### config.mk
export PLATFORM = sky130hd
export DESIGN_NAME = ctl_decoder
export DESIGN_NICKNAME = d
export VERILOG_FILES = /design/src/rtl/ctl_pkg.sv /design/src/rtl/ctl_classify.sv /design/src/rtl/ctl_table.sv /design/src/rtl/ctl_next_pc.sv /design/src/rtl/ctl_decoder.sv
export SDC_FILE = /design/constraint.sdc
export NUM_CORES = 1
export LEC_CHECK = 0
export BUFFER_PORTS_ARGS = -buffer_cell sky130_fd_sc_hd__buf_2
export CAP_MARGIN = 20
export CELL_PAD_IN_SITES_DETAIL_PLACEMENT = 1
export CELL_PAD_IN_SITES_GLOBAL_PLACEMENT = 2
export CORE_AREA = 4 4 41 43
export DETAILED_ROUTE_END_ITERATION = 7
export DIE_AREA = 0 0 45 47
export GPL_ROUTABILITY_DRIVEN = 0
export PLACE_DENSITY_LB_ADDON = 0.1
export SLEW_MARGIN = 0
export SYNTH_ARGS = -nofsm -noshare
export SYNTH_HDL_FRONTEND = slang
export SYNTH_SLANG_ARGS = --single-unit
### constraint.sdc
create_clock -name vclk -period 1.3
set_input_delay 0.195 -clock vclk [all_inputs]
set_output_delay 0.195 -clock vclk [all_outputs]
set_load 0.1 [all_outputs]
### src/rtl/ctl_pkg.sv
package ctl_pkg;

    localparam int OP_W  = 6;
    localparam int FN_W  = 6;
    localparam int SEL_W = 2;

    localparam logic [OP_W-1:0] OPC_SPECIAL = 6'b000000;
    localparam logic [OP_W-1:0] OPC_JMP     = 6'b000010;
    localparam logic [OP_W-1:0] OPC_JMPL    = 6'b000011;
    localparam logic [OP_W-1:0] OPC_BRZ     = 6'b000100;
    localparam logic [OP_W-1:0] OPC_LOAD    = 6'b100011;
    localparam logic [OP_W-1:0] OPC_STORE   = 6'b101011;

    localparam logic [FN_W-1:0] FN_RJMP     = 6'b001000;
    localparam logic [FN_W-1:0] FN_RJMPL    = 6'b001001;

    typedef enum logic [3:0] {
        K_NONE, K_RALU, K_IALU_S, K_IALU_U, K_LOAD, K_STORE,
        K_BRZ, K_JMP, K_JMPL, K_RJMP, K_RJMPL
    } kind_e;

    typedef enum logic       { EXT_SIGN = 1'b0, EXT_ZERO = 1'b1 } ext_e;
    typedef enum logic       { BSRC_REG = 1'b0, BSRC_IMM = 1'b1 } bsrc_e;
    typedef enum logic [SEL_W-1:0] {
        ALU_ADD = 2'b00, ALU_FN = 2'b01, ALU_OP = 2'b10, ALU_ZT = 2'b11
    } alusel_e;
    typedef enum logic [SEL_W-1:0] {
        WB_ALU = 2'b00, WB_MEM = 2'b01, WB_PC = 2'b10
    } wbsel_e;
    typedef enum logic [SEL_W-1:0] {
        DST_RT = 2'b00, DST_RD = 2'b01, DST_LINK = 2'b10
    } dstsel_e;
    typedef enum logic [SEL_W-1:0] {
        PC_SEQ = 2'b00, PC_BR = 2'b01, PC_REG = 2'b10, PC_ABS = 2'b11
    } pcsel_e;

    typedef struct packed {
        ext_e    ext;
        bsrc_e   bsrc;
        alusel_e alu;
        logic    mem_we;
        logic    reg_we;
        wbsel_e  wb;
        dstsel_e dst;
    } dpctl_t;

endpackage

### src/rtl/ctl_classify.sv
module ctl_classify
    import ctl_pkg::*;
(
    input  logic [OP_W-1:0] opcode,
    input  logic [FN_W-1:0] funct,
    output kind_e           kind
);
    always_comb begin
        kind = K_NONE;
        unique casez (opcode)
            OPC_SPECIAL: begin
                if (funct[FN_W-1])        kind = K_RALU;
                else if (funct == FN_RJMP)  kind = K_RJMP;
                else if (funct == FN_RJMPL) kind = K_RJMPL;
                else                        kind = K_NONE;
            end
            6'b0010??: kind = K_IALU_S;
            6'b0011??: kind = K_IALU_U;
            OPC_LOAD:  kind = K_LOAD;
            OPC_STORE: kind = K_STORE;
            OPC_BRZ:   kind = K_BRZ;
            OPC_JMP:   kind = K_JMP;
            OPC_JMPL:  kind = K_JMPL;
            default:   kind = K_NONE;
        endcase
    end
endmodule

### src/rtl/ctl_table.sv
module ctl_table
    import ctl_pkg::*;
(
    input  kind_e  kind,
    output dpctl_t ctl
);
    always_comb begin
        ctl = '{ext: EXT_SIGN, bsrc: BSRC_REG, alu: ALU_ADD, mem_we: 1'b0,
                reg_we: 1'b0, wb: WB_ALU, dst: DST_RT};
        unique case (kind)
            K_RALU: begin
                ctl.alu    = ALU_FN;
                ctl.reg_we = 1'b1;
                ctl.dst    = DST_RD;
            end
            K_IALU_S, K_IALU_U: begin
                ctl.ext    = (kind == K_IALU_U) ? EXT_ZERO : EXT_SIGN;
                ctl.bsrc   = BSRC_IMM;
                ctl.alu    = ALU_OP;
                ctl.reg_we = 1'b1;
            end
            K_LOAD: begin
                ctl.bsrc   = BSRC_IMM;
                ctl.reg_we = 1'b1;
                ctl.wb     = WB_MEM;
            end
            K_STORE: begin
                ctl.bsrc   = BSRC_IMM;
                ctl.mem_we = 1'b1;
            end
            K_BRZ: begin
                ctl.alu    = ALU_ZT;
            end
            K_JMPL, K_RJMPL: begin
                ctl.reg_we = 1'b1;
                ctl.wb     = WB_PC;
                ctl.dst    = DST_LINK;
            end
            K_NONE, K_JMP, K_RJMP: ;
            default: ;
        endcase
    end
endmodule

### src/rtl/ctl_next_pc.sv
module ctl_next_pc
    import ctl_pkg::*;
(
    input  kind_e  kind,
    input  logic   zero,
    output pcsel_e pc
);
    always_comb begin
        unique case (kind)
            K_BRZ:           pc = zero ? PC_BR : PC_SEQ;
            K_JMP, K_JMPL:   pc = PC_ABS;
            K_RJMP, K_RJMPL: pc = PC_REG;
            default:         pc = PC_SEQ;
        endcase
    end
endmodule

### src/rtl/ctl_decoder.sv
module ctl_decoder
    import ctl_pkg::*;
(
    input  logic [OP_W-1:0]  opcode,
    input  logic [FN_W-1:0]  funct,
    input  logic             zero,
    output logic             ext_sel,
    output logic             b_sel,
    output logic [SEL_W-1:0] alu_sel,
    output logic             mem_we,
    output logic             reg_we,
    output logic [SEL_W-1:0] wb_sel,
    output logic [SEL_W-1:0] dst_sel,
    output logic [SEL_W-1:0] pc_sel
);
    kind_e  kind;
    dpctl_t ctl;
    pcsel_e pc;

    ctl_classify u_classify (.opcode(opcode), .funct(funct), .kind(kind));
    ctl_table    u_table    (.kind(kind), .ctl(ctl));
    ctl_next_pc  u_next_pc  (.kind(kind), .zero(zero), .pc(pc));

    assign ext_sel = ctl.ext;
    assign b_sel   = ctl.bsrc;
    assign alu_sel = ctl.alu;
    assign mem_we  = ctl.mem_we;
    assign reg_we  = ctl.reg_we;
    assign wb_sel  = ctl.wb;
    assign dst_sel = ctl.dst;
    assign pc_sel  = pc;

    // Cross-kind properties, checked whenever the inputs settle
    always_comb begin
        p_we_excl_r10: assert (!(mem_we && reg_we))
            else $error("both write enables high");
        p_idle_sel_r10: assert (reg_we || (wb_sel == 2'b00 && dst_sel == 2'b00))
            else $error("unused write-back selects not zero");
        p_link_r7: assert (wb_sel != 2'b10 || dst_sel == 2'b10)
            else $error("PC write-back without link register");
        p_branch_r6: assert (opcode != OPC_BRZ || pc_sel == (zero ? 2'b01 : 2'b00))
            else $error("branch does not follow zero flag");
        p_store_r5: assert (opcode != OPC_STORE || (mem_we && !reg_we))
            else $error("store write enables wrong");
    end
endmodule

# [After elaboration in Yosys (flattened, before gate mapping)]
# Cells that the tools add are included.
# Widths: inputs -> output; s select.
[word_totals] ramBits=0 latchBits=0 register_bits=0 input_bits=13 out_inout_bits=12 mem_count=0 mem_bits_ro=0
[op_classes] n_mul=0 muxes=14 div_mod_pow=0 n_lt_le_gt_ge=0 shift=0 add_sub_neg=0 n_eq_ne=19 reduce_logical=7 bitwise=0
[ops] cell="$pmux 4 s8" n=1
[ops] cell="$eq 4x2->1 const B" n=4
[ops] cell="$eq 4x3->1 const B" n=4
[ops] cell="$eq 4x4->1 const B" n=3
[ops] cell="$eq 6x2->1 const B" n=2
[ops] cell="$eq 6x4->1 const B" n=2
[ops] cell="$eq 6x6->1 const B" n=2
[ops] cell="$mux 4" n=3
[ops] cell="$pmux 2 s3" n=2
[ops] cell="$pmux 2 s2" n=2
[ops] cell="$reduce_or 2->1" n=4
[ops] cell="$eq 6x3->1 const B" n=1
[ops] cell="$logic_not 6->1" n=1
[ops] cell="$mux 1" n=6
[ops] cell="$reduce_or 6->1" n=1
[ops] cell="$eq 4x1->1 const B" n=1
[ops] cell="$reduce_or 4->1" n=1

# [Depth between registers and ports, before layout]
# Gate-level depths: netlist (run 1).
[logic_depth] word_depth=8 mapped_depth=4

# [Cells and area by module]
# A second synthesis (run 1) with hierarchy kept.
[hier_totals] hier_cells=52 hier_area_um2=352.8
[by_module_without_submodules] mod="ctl_classify" instances=1 area_per_inst_um2=178.9 cells_per_inst=26
[by_module_without_submodules] mod="ctl_table" instances=1 area_per_inst_um2=126.4 cells_per_inst=20
[by_module_without_submodules] mod="ctl_next_pc" instances=1 area_per_inst_um2=47.5 cells_per_inst=6

# [Worst setup path before layout (run 1)]
# No wires, ideal clock.
[synth_timing] kind="input to output" from="input opcode[0]" to="output alu_sel[0]" path_buffers=0 cell_stages=3 slack_ns=-2.184 arrival_time_ns=3.289 t_required_ns=1.105 cell_sequence="nor2_2 -> o21ai_0 -> nor4_1"
[synth_via] elab_chain_len=5 elab_cells_between_ends=13 classes_between="eq/ne: 9; mux: 2; reduce/logical: 2"
[synth_lines] item="start: declaration" line="ctl_decoder.sv:4" source="input logic [OP_W-1:0] opcode,"
[synth_lines] item="$eq 6x2->1 (tied with other cells)" line="ctl_classify.sv:10" source="unique casez (opcode)"
[synth_lines] item="$pmux 4 s8 *" line="ctl_classify.sv:10"
[synth_lines] item="$eq 4x2->1" line="ctl_table.sv:10" source="unique case (kind)"
[synth_lines] item="$reduce_or 2->1"
[synth_lines] item="$pmux 2 s3 *" line="ctl_table.sv:10"
[synth_lines] item="end: declaration" line="ctl_decoder.sv:9" source="output logic [SEL_W-1:0] alu_sel,"
# Every way passes the cells marked *; elsewhere a longest branch is shown, timed or not.

# [Worst setup path after layout (run 1)]
[layout_timing] from="input funct[2]" to="output pc_sel[1]"
[layout_via] elab_chain_len=8 elab_cells_between_ends=14 classes_between="eq/ne: 7; mux: 5; reduce/logical: 2"
[layout_lines] item="start: declaration" line="ctl_decoder.sv:5" source="input logic [FN_W-1:0] funct,"
[layout_lines] item="$eq 6x4->1" line="ctl_classify.sv:14" source="else if (funct == FN_RJMPL) kind = K_RJMPL;"
[layout_lines] item="$mux 4" line="ctl_classify.sv:14"
[layout_lines] item="$mux 4 *" line="ctl_classify.sv:13" source="else if (funct == FN_RJMP) kind = K_RJMP;"
[layout_lines] item="$mux 4 *" line="ctl_classify.sv:12" source="if (funct[FN_W-1]) kind = K_RALU;"
[layout_lines] item="$pmux 4 s8 *" line="ctl_classify.sv:10"
[layout_lines] item="$eq 4x4->1 or $eq 4x3->1 (tied branches)" line="ctl_next_pc.sv:9" source="unique case (kind)"
[layout_lines] item="$reduce_or 2->1" line="ctl_next_pc.sv:9"
[layout_lines] item="$pmux 2 s3 *" line="ctl_next_pc.sv:9"
[layout_lines] item="end: declaration" line="ctl_decoder.sv:14" source="output logic [SEL_W-1:0] pc_sel"
# Marked as above.

==> results.txt, run 1 <==
* Final setup slack of the worst path: -95.1 ps
- Max-cap violations in this run came to 0.
* Post-synth design cell area: 231 um^2
* Max-slew headroom at the worst pin: 0.780
- After floorplanning, the core was sized to cover 0.00130 mm^2.
- Setup repair after global routing missed its margin: true
- Final worst hold slack: around 830 ps
- In the layout the commonest cells are buf_12 (13), buf_4 (13), buf_6 (7).
- The run finished, with violations left.
* Vias post-DR: 418
* Total negative slack for setup checks: -322 ps
- In the final layout, the share of cells above drive strength 1 is 0.913.
- DRT iter0 DRCs: 0
- Final net count: 84
* Dominant combinational cell family by area after synthesis: simple AND/OR/NAND/NOR gates
* Final Instance Count excl. Fillers: 84
* Wire length of the first global-routing pass: 2300 um
* Die Height: 47 um
- Multiplexer fraction of the synthesized cell area: 0
* Synth Net Count: between 40 and 50
* Synthesized-area fraction occupied by xor and xnor cells: 0
- The via count of the first global-routing pass was 460.
- Final hold viol count: 0
- Setup CP Type: in2out
- The die covers ~0.0021 mm^2.
* Final setup violating endpoints: 4
* Simple-gate portion of the synthesized area: 0.638
* Setup crit start: funct[2]
- The initial antenna violation count is 0.
* Maximum fanout count along the critical path: 3
- Leakage: 0.352 nW
* Timing-limited maximum frequency: 717 MHz
- After detailed placement, the design holds a cell count of slightly below 80.
* Gate count of the mapped netlist: 31
- Pwr per Cell Area: 317 mW/mm^2
* Count of sequential standard cells: 0
- Post-route antenna net violation count: 0
- Of the available clock period, the critical path in the final layout requires 1.07.
* GRT Residual Overflow: 0
- Total inserted antenna cells: 0
- Ys Warns: 0
* Sum of net half-perimeters after detailed placement: between 1000 and 1500 um
- The netlist uses 21 different library cells.
- Worst hold stages: 4
* Chip width: 45 um
- In the routed design, unresolved DRC markers number 0.
- Placement Rows: 13
* Clock buffer count in the final layout: 0
- Io pins: 25
- Sink of the worst hold path: mem_we
- Entering global routing, the biggest net connects 9 pins.
* Nature of the critical path endpoint: output port
- At the pin with the least slew margin, the transition time is between 300 and 400 ps.
* Tightest Hold Check Type: in2out
* Initial Util: 0.178
- The post-synthesis compound-gate area fraction came to 0.292.
- # port buffers: 25
* Area taken by flip-flops and latches: 0 um^2
- Max-slew violations: 0
- Post-synthesis share of cell area spent on full adders, half adders and majority gates: 0
* Req. time, crit path: 1110 ps
- In the final layout, the multi-input gates occupy between 400 and 500 um^2.
- The number of hold buffers added after CTS was 0.
* Total routing usage reported by global routing: 0.146
* Mean instance size in the synthesized netlist: 7.47 um^2
* Average vias per placed instance: 4.98
- Seq/Total Area, Yosys: 0
* Violated checks: negative setup slack
* Relative area change from synthesis to final layout: 293%
- Hold Path Origin: opcode[0]
* Worst IR Drop VDD: 0.149 mV
* Critical Path AT: 1200 ps
- Filler instances: 118
- Dividing the detail-routed wire length by the instance count gives 16.1 um.
- Final period demand of the worst path: 1400 ps
- The worst setup path is launched from a primary input.
- Drt pass-1 iters: 1
- Post-detailed-routing wire length: between 1000 and 1500 um
## cell usage after synthesis, drive strengths merged
cell type | n | area [um^2]
a21oi | 2 | 10.0
buf | 2 | 16.3
nand2 | 1 | 3.75
nor2b | 4 | 25.0
nor3 | 3 | 15.0
nor4 | 3 | 33.8
nor2 | 1 | 6.26
nand2b | 1 | 6.26
o21a | 2 | 15.0
nand4b | 1 | 15.0
o22ai | 1 | 12.5
a31oi | 2 | 12.5
nor3b | 2 | 15.0
a211oi | 1 | 7.51
and2 | 1 | 6.26
nor4b | 1 | 15.0
o21ai | 2 | 10.0
and3 | 1 | 6.26
## logic make-up (layout without fill, tap and decap cells)
group | count (synthesis) | after routing
buf+inv | 2 | 40
compound gates | 10 | 10
simple gates | 19 | 19
## critical path, stage by stage
cell	delay (ps)
buf_6	90
nor4b_4	350
nor3b_2	250
o21a_4	150
buf_12	160
## report_power, final
group / leakage, nW / switching (W) / internal (W)
Combinational: 0.352 / 0.000160 / 0.000128
Sequential: 0 / 0 / 0
Clock: 0 / 0 / 0
Total: 0.352 / 0.000160 / 0.000128
## metrics by stage
| step | total power (W) | worst slack, ps | cell area [um^2] | utilization |
|---|---|---|---|---|
| after global placement | 0.000236 | -97.3 | 759 | 0.584 |
| after floorplan | 0.000146 | -327 | 400 | - |
| after global routing | 0.000303 | -162 | 910 | 0.699 |
| after CTS | 0.000288 | -87.3 | 902 | 0.693 |
| final | 0.000289 | -95.1 | 910 | 0.699 |
| after detailed placement | 0.000243 | -172 | 759 | 0.584 |
## how the worst max path moves through the flow
stage | end | slack, ps | depth (start not counted)
detailed placement | wb_sel[1] | -170 | 5
finish | pc_sel[1] | -100 | 5
global placement | dst_sel[1] | -100 | 5
CTS | pc_sel[1] | -90 | 5
floorplan | pc_sel[0] | -330 | 3
global route | wb_sel[1] | -160 | 5
## layout make-up
| cell class | instances | area share |
|---|---|---|
| multi-input combinational | 29 | 0.450 |
| tap | 15 | 0.0206 |
| timing repair buffer | 40 | 0.530 |
## timing repair
| action | 4_1_cts | 5_1_grt |
|---|---|---|
| endpoints found under the setup margin | 6 | 7 |
| setup buffers | 5 | 0 |
| resized for setup | 23 | 2 |
| pin swaps | 6 | 3 |
## metal layers
layer / vias up / track usage / part of all wire
li1: 201 / - / -
met1: 196 / 0.149 / 0.35
met2: 21 / 0.322 / 0.59
met3: 0 / 0.0230 / 0.064
met4: 0 / 0 / 0
met5: - / 0 / 0
No activity file was read; power rests on OpenSTA's default activity.
==> run 2: changes to the inputs <==
Settings changed: CORE_AREA 4 4 41 43 to default, CORE_ASPECT_RATIO from default to 1.1, CORE_MARGIN from default to 4, CORE_UTILIZATION from default to 22, DIE_AREA 0 0 45 47 to default, SYNTH_HIERARCHICAL from default to 1.
==> results.txt, run 2 <==
- Most instantiated library cell after synthesis: nor2_1
- Die Height: 50 um
* Count of different cell masters after synthesis: 30
- In this run the tool buffered the top-level ports with 25 buffer cells.
- Initial Util: 0.246
- Post-synth design cell area: 353 um^2
- The tool reported: "[ERROR DPL-0033] detailed placement checks failed during check placement".
- Most area-hungry cell type in the Yosys netlist: nor2_1
* Synth cell count leaders: nor2_1 (8), a21oi_1 (4)
- Of the post-synthesis cell area, the dominant cell type holds 0.0851.
* Gate count of the mapped netlist: 52
* Maximum number of pins on one net before global-route repair: 12
- Status: did not finish
- After synthesis, the cell types taking the most area are nor2_1 (8.5%), nor4b_4 (6.7%), nand3b_1 (6.4%).
* Io pins: 25
- Initial antenna violation count: 0
- Of the synthesized area, sequential elements account for 0.
* Synth Net Count: 65
* Placement Rows: 14
- The die is 46.2 um wide.
* Worst Endpoint after GRT Repair: reg_we
* Worst endpoint type: primary output
* Last stage reached: global routing (5_1_grt)
- The wire-length estimate of the detail-placed layout is 1580 um.
* Worst-case setup slack after placement: -770 ps
- The Yosys step of the flow raised 6 warnings.
* Mean instance size in the synthesized netlist: 6.79 um^2
-- run 2: cell types whose count changed after synthesis, moves of 3 or more --
cell      previous run  this run
nor2b_1              4         1
nand3b_1             0         3
nand3_1              0         3
nor2_1               0         8
-- run 2: kinds of logic after synthesis --
family	share of synthesized area
AOI/OAI and AO/OA	0.284
xor gates and xnor gates	0.0497
buffers and inverters	0.0567
and+or+nand+nor	0.610
-- run 2: what timing repair did --
action / 4_1_cts
setup buffers: 3
setup endpoints to repair: 12
endpoints found under the hold margin: 0
pin swaps: 8
gates resized for setup: 23
hold buffers: 0
-- run 2: through the flow --
stage	cells	cell area, um^2
after floorplan	52	537
after global placement	109	940
after detailed placement	109	940
after CTS	112	1060
==> run 3: changes to the inputs <==
Settings changed: CELL_PAD_IN_SITES_DETAIL_PLACEMENT 1 to default, CELL_PAD_IN_SITES_GLOBAL_PLACEMENT 2 to default, CORE_AREA from default to 4 4 65 67, CORE_ASPECT_RATIO 1.1 to default, CORE_MARGIN 4 to default, CORE_UTILIZATION 22 to default, DIE_AREA from default to 0 0 69 71, PLACE_DENSITY_LB_ADDON 0.1 to 0.15.
==> results.txt, run 3 <==
- The critical path goes through buf_2, and3_4, o211ai_1, o211ai_4, buf_4, buf_6, nand3b_1, a21oi_4, buf_12.
- Share of the core filled with cells in the final layout: 0.333
* Total routing usage reported by global routing: 0.0644
- Leading cell type in the layout, fill and taps excluded: buf_4
- A synthesized cell averages around 6.8 um^2.
- Top layer in use: met3
- After layout, the worst setup slack is -640 ps.
* Ys Warns: 6
* Sort of element at the start of the critical path: primary input
* Final period demand of the worst path: 1940 ps
- nor2_1 is the most common cell in the netlist.
- Detailed routing placed a total of 71 um of wire on met3.
* Drt drc: 0
- Die Height: roughly 71 um
- Placement Rows: 22
- Compound-Gate Fraction of Synth Area: 0.284
- By area, the combinational part of the netlist is dominated by simple AND/OR/NAND/NOR gates.
- The flow ran to the end, but the final reports show violations.
- Measured along the x axis, the die boundary spans 69 um.
* Setup repair after global routing missed its margin: true
- Maximum fanout count along the critical path: 4
* Final setup violating endpoints: 12
- Post-CTS Hold Buffers: 0
- Slowest CP cell: o211ai_1
- The via count of the first global-routing pass is ~630.
- Yosys top cell area share: 0.0851
- STA classifies the critical path endpoint as an output port.
- Max stage delay on crit path: around 280 ps
* Cells taking the most area after synthesis: nor2_1 (8.5%), nor4b_4 (6.7%), nand3b_1 (6.4%)
- Post-route antenna net violation count: 0
* Timing-limited maximum frequency: 515 MHz
* Area of all placed cells without fillers: 0.00121 mm^2
* Vias post-DR: 588
* Filler instances: around 390
* Most area-hungry cell type in the Yosys netlist: nor2_1
- At the placement stage, the worst setup path has a slack of -749 ps.
- Relative area change from synthesis to final layout: 243%
* Synth Net Count: 65
* Max-slew violations: 0
* Die Outline Area: just under 0.005 mm^2
- Leakage: about 0.48 nW
* Met2 wire len: 831 um
- Multiplexer fraction of the synthesized cell area: 0
* Initial Util: 0.0971
- Synthesized-area fraction occupied by xor and xnor cells: 0.0496
- Worst IR Drop VDD: 0.104 mV
- In the finished design the tool counted flip-flops and latches totalling 0.
- The path class of the tightest hold or removal check is in2out.
- # port buffers: 25
* Post-detailed-routing wire length: approximately 1500 um
- Post-synth design cell area: 353 um^2
- Of the total synthesized cell area, the portion taken by full adders, half adders and majority gates is 0.
* Initial antenna violation count: 0
- Multi-input combinational cell area: between 500 and 600 um^2
* Drt pass-1 iters: 2
* DRT iter0 DRCs: 4
* Violated checks: negative setup slack
- The worst pin sits at a relative slew slack of 0.798.
* Synth cell count leaders: nor2_1 (8), a21oi_1 (4)
- The number of hold violations in the final report was 0.
- Of the cells placed in the final design, the portion with a size suffix greater than 1 is 0.813.
- Gate count of the mapped netlist: 52
- Detail-routed net length per standard cell: approximately 9.9 um
- Summed over all layers, the global routing overflow is 0.
* Seq/Total Area, Yosys: 0
- The first global-routing pass estimated ~2800 um of wire.
* Setup CP Type: in2out
- Average vias per placed instance: ~3.8
- STA puts the critical path data arrival time at 1750 ps.
- Setup crit start: opcode[3]
- Counting both buffers and inverters, the worst setup path holds a total of 4.
- 25 I/O pins were placed.
* Area after DPL: 0.00102 mm^2
- Final net count: roughly 120
- After detailed routing, the wire length on met1 is 633 um.
- After routing, the total negative slack on setup checks comes to -6910 ps.
* CP Capture Point: alu_sel[0]
* Most frequent cells in the layout: buf_4 (24), buf_12 (13), buf_2 (11)
- Max-cap violations in this run came to 0.
- Total inserted antenna cells: 0
- In the finished design, the share of the clock period the worst path needs comes to 1.49.
* Sum of net half-perimeters after detailed placement: 1260 um
- Of the total synthesized cell area, the portion taken by AND, OR, NAND and NOR gates is 0.610.
- Worst-Margin Slew: 302 ps
- Count of different cell masters after synthesis: 30
- Counting the clock-network buffers in the layout gives 0.
* Floorplan core area: ~0.0036 mm^2
- Maximum number of pins on one net before global-route repair: 8
- Cell family with most CP delay: buffers and inverters
- The critical path runs through a total of 9 cells.
- Area taken by flip-flops and latches: 0 um^2
- Pwr per Cell Area: 322 mW/mm^2
- For the worst setup path, the data required time is about 1100 ps.
run 3: worst min path at each step:
stage	start	end	slack (ps)	cells past startpoint
after detailed placement	zero	pc_sel[0]	950	4
after floorplan	opcode[4]	pc_sel[1]	740	3
final	zero	pc_sel[0]	930	4
after CTS	zero	pc_sel[0]	950	4
after global placement	zero	pc_sel[0]	950	4
after global routing	zero	pc_sel[0]	980	4
run 3: kinds of logic (layout without fill, tap and decap cells):
| family | count (synthesis) | after routing |
|---|---|---|
| AO/OA/AOI/OAI | 14 | 14 |
| XOR/XNOR | 2 | 2 |
| buffers and inverters | 4 | 59 |
| AND/OR/NAND/NOR | 32 | 32 |
run 3: where the power goes:
group / internal, W / total (W) / switching [W]
Combinational: 0.000179 / 0.000390 / 0.000211
Clock: 0 / 0 / 0
Sequential: 0 / 0 / 0
Total: 0.000179 / 0.000390 / 0.000211
run 3: cell type report:
type                       instances  share of cell area
timing repair buffer              57               0.496
tap                               48              0.0496
multi-input combinational         48               0.448
inverter                           2             0.00620
run 3: stage by stage:
step / hold slack [ps] / power [W] / instances
after floorplan: 739 / 0.000200 / 52
after global placement: 950 / 0.000346 / 144
after detailed placement: 948 / 0.000349 / 144
after CTS: 948 / 0.000387 / 154
after global routing: 976 / 0.000410 / 155
final: 934 / 0.000390 / 155
run 3: metal layers:
layer  up-vias  track usage
met1       272       0.0754
met2        16        0.130
li1        300            -
met5         -            0
met4         0            0
met3         0      0.00852
run 3: repair_timing:
action                                  4_1_cts  5_1_grt
gates resized for setup                      22        4
buffers inserted                              9        1
endpoints found under the setup margin       12       12
gates cloned                                  1        0
pin swaps                                    15        3
==> run 4: changes to the inputs <==
--- a/config.mk
+++ b/config.mk
@@ -9,5 +9,5 @@
 export CAP_MARGIN = 20
-export CORE_AREA = 4 4 65 67
+export CORE_AREA = 2 2 63 65
 export DETAILED_ROUTE_END_ITERATION = 7
-export DIE_AREA = 0 0 69 71
+export DIE_AREA = 0 0 65 67
 export GPL_ROUTABILITY_DRIVEN = 0
==> constraint.sdc (replaced) <==
create_clock -name vclk -period 1.3
set_input_delay 0 -clock vclk [all_inputs]
set_output_delay 0 -clock vclk [all_outputs]
set_load 0.1 [all_outputs]
==> results.txt, run 4 (synthesis results as in run 3) <==
- The analysis attributes to cell leakage a power of 0.486 nW.
- In this run the cell area measured after placement is 0.00104 mm^2.
- Of all nets on the critical path, the largest fanout is 3.
- The total overflow left after global routing is 0.
- Clock buffer count in the final layout: 0
- Final period demand of the worst path: 1570 ps
- Setup repair after global routing missed its margin: true
* Initial antenna violation count: 0
- Headroom to the max-slew limit came out at 0.801.
* Tightest Hold Check Type: in2out
* Pwr per Cell Area: 320 mW/mm^2
- Sort of element at the start of the critical path: primary input
- At the worst endpoint, the arrival time is 1570 ps.
- The number of hold violations in the final report was 0.
* Setup CP Type: in2out
- After routing, the total negative slack on setup checks comes to -1660 ps.
- Entering global routing, the biggest net connects 13 pins.
* Worst IR Drop VDD: between 0.1 and 0.15 mV
- Post-detailed-routing wire length: 1480 um
* Area of all placed cells without fillers: 0.00126 mm^2
- The worst setup path is captured at an output port.
- Total routing usage reported by global routing: 0.0678
- The initial utilization of the core area, before any placement, comes to 0.0978.
- Area taken by flip-flops and latches: 0 um^2
- Detail-routed net length per standard cell: 9.65 um
- Final worst hold slack: 597 ps
- The first global-routing pass estimated 2460 um of wire.
* Drt drc: 0
* Die Height: about 67 um
- Leading cell type in the layout, fill and taps excluded: buf_4
- The die covers 0.00436 mm^2.
- Req. time, crit path: 1300 ps
* Post-CTS Hold Buffers: 0
* DRT iter0 DRCs: 3
- The die is 65 um wide.
- Max-cap violations in this run came to 0.
- The via count of the first global-routing pass is 564.
- Final setup violating endpoints: 12
- Pin placement for this block handled 25 I/O pins.
* Most frequent cells in the layout: buf_4 (17), buf_12 (14), buf_6 (13)
- Final net count: between 100 and 150
- In this run the remaining antenna-violating nets after routing total 0.
- Dividing the final minimum period by the clock period gives 1.21.
- The run finished, with violations left.
* Sum of internal, switching and leakage power: ~0.0004 W
- Timing-limited maximum frequency: 637 MHz
- Violated checks: negative setup slack
- Floorplan core area: 0.00361 mm^2
* Worst-Margin Slew: 297 ps
- Max-slew violations: 0
- After detailed routing, the number of vias per cell comes to 3.76.
- Count of sequential standard cells: 0
- Placement Rows: 22
* Share of the core filled with cells in the final layout: 0.350
* Final setup slack of the worst path: -269 ps
- Drt pass-1 iters: 2
- The HPWL after detailed placement is 1200 um.
* # port buffers: 25
- In the final layout, the share of cells above drive strength 1 is 0.819.
- Total inserted antenna cells: 0
- From synthesis to final layout, the design area changed by 258%.
- The final route contains around 580 vias.
[run 4: what timing repair did]
| item | in CTS | in global routing |
|---|---|---|
| pin swaps | 12 | 9 |
| endpoints found under the setup margin | 12 | 12 |
| endpoints found under the hold margin | 0 | 0 |
| gates resized for setup | 33 | 10 |
| gates cloned | 0 | 1 |
| setup buffers | 4 | 2 |
[run 4: final cells by class]
cell class / count / area [um^2]
fillers: 373 / 2340
repair buffers: 55 / 639
inverters: 2 / 7.51
well taps: 48 / 60.1
multi-input cells: 48 / 556
[run 4: routing by layer]
| metal | routed length, um | vias to the layer above | global-route usage | part of all wire |
|---|---|---|---|---|
| met4 | 0 | 0 | 0 | 0 |
| met1 | 556 | 264 | 0.0790 | 0.38 |
| met5 | 0 | - | 0 | 0 |
| met2 | 848 | 14 | 0.140 | 0.57 |
| li1 | - | 297 | - | - |
| met3 | 71 | 0 | 0.00507 | 0.048 |
[run 4: through the flow]
stage          std cells  worst slack, ps
5_1_grt              153             -346
2_1_floorplan         52             -816
3_5_place_dp         147             -361
3_3_place_gp         147             -294
4_1_cts              151             -275
6_report             153             -269
[run 4: where the power goes]
part           switching [W]  leakage (nW)  total (W)  internal, W
Sequential                 0             0          0            0
Combinational       0.000210         0.486   0.000404     0.000194
Clock                      0             0          0            0
[run 4: worst paths after layout]
kind	startpoint	endpoint	slack (ps)	cells after the start
hold / removal	zero	pc_sel[0]	600	4
setup / recovery	funct[4]	alu_sel[0]	-270	7
[run 4: worst max-delay path: stages]
cell and delay (ps):
buf_6 90, nor4b_4 320, a21oi_2 120, o211ai_4 250
or3b_4 420, a21oi_4 170, buf_12 190
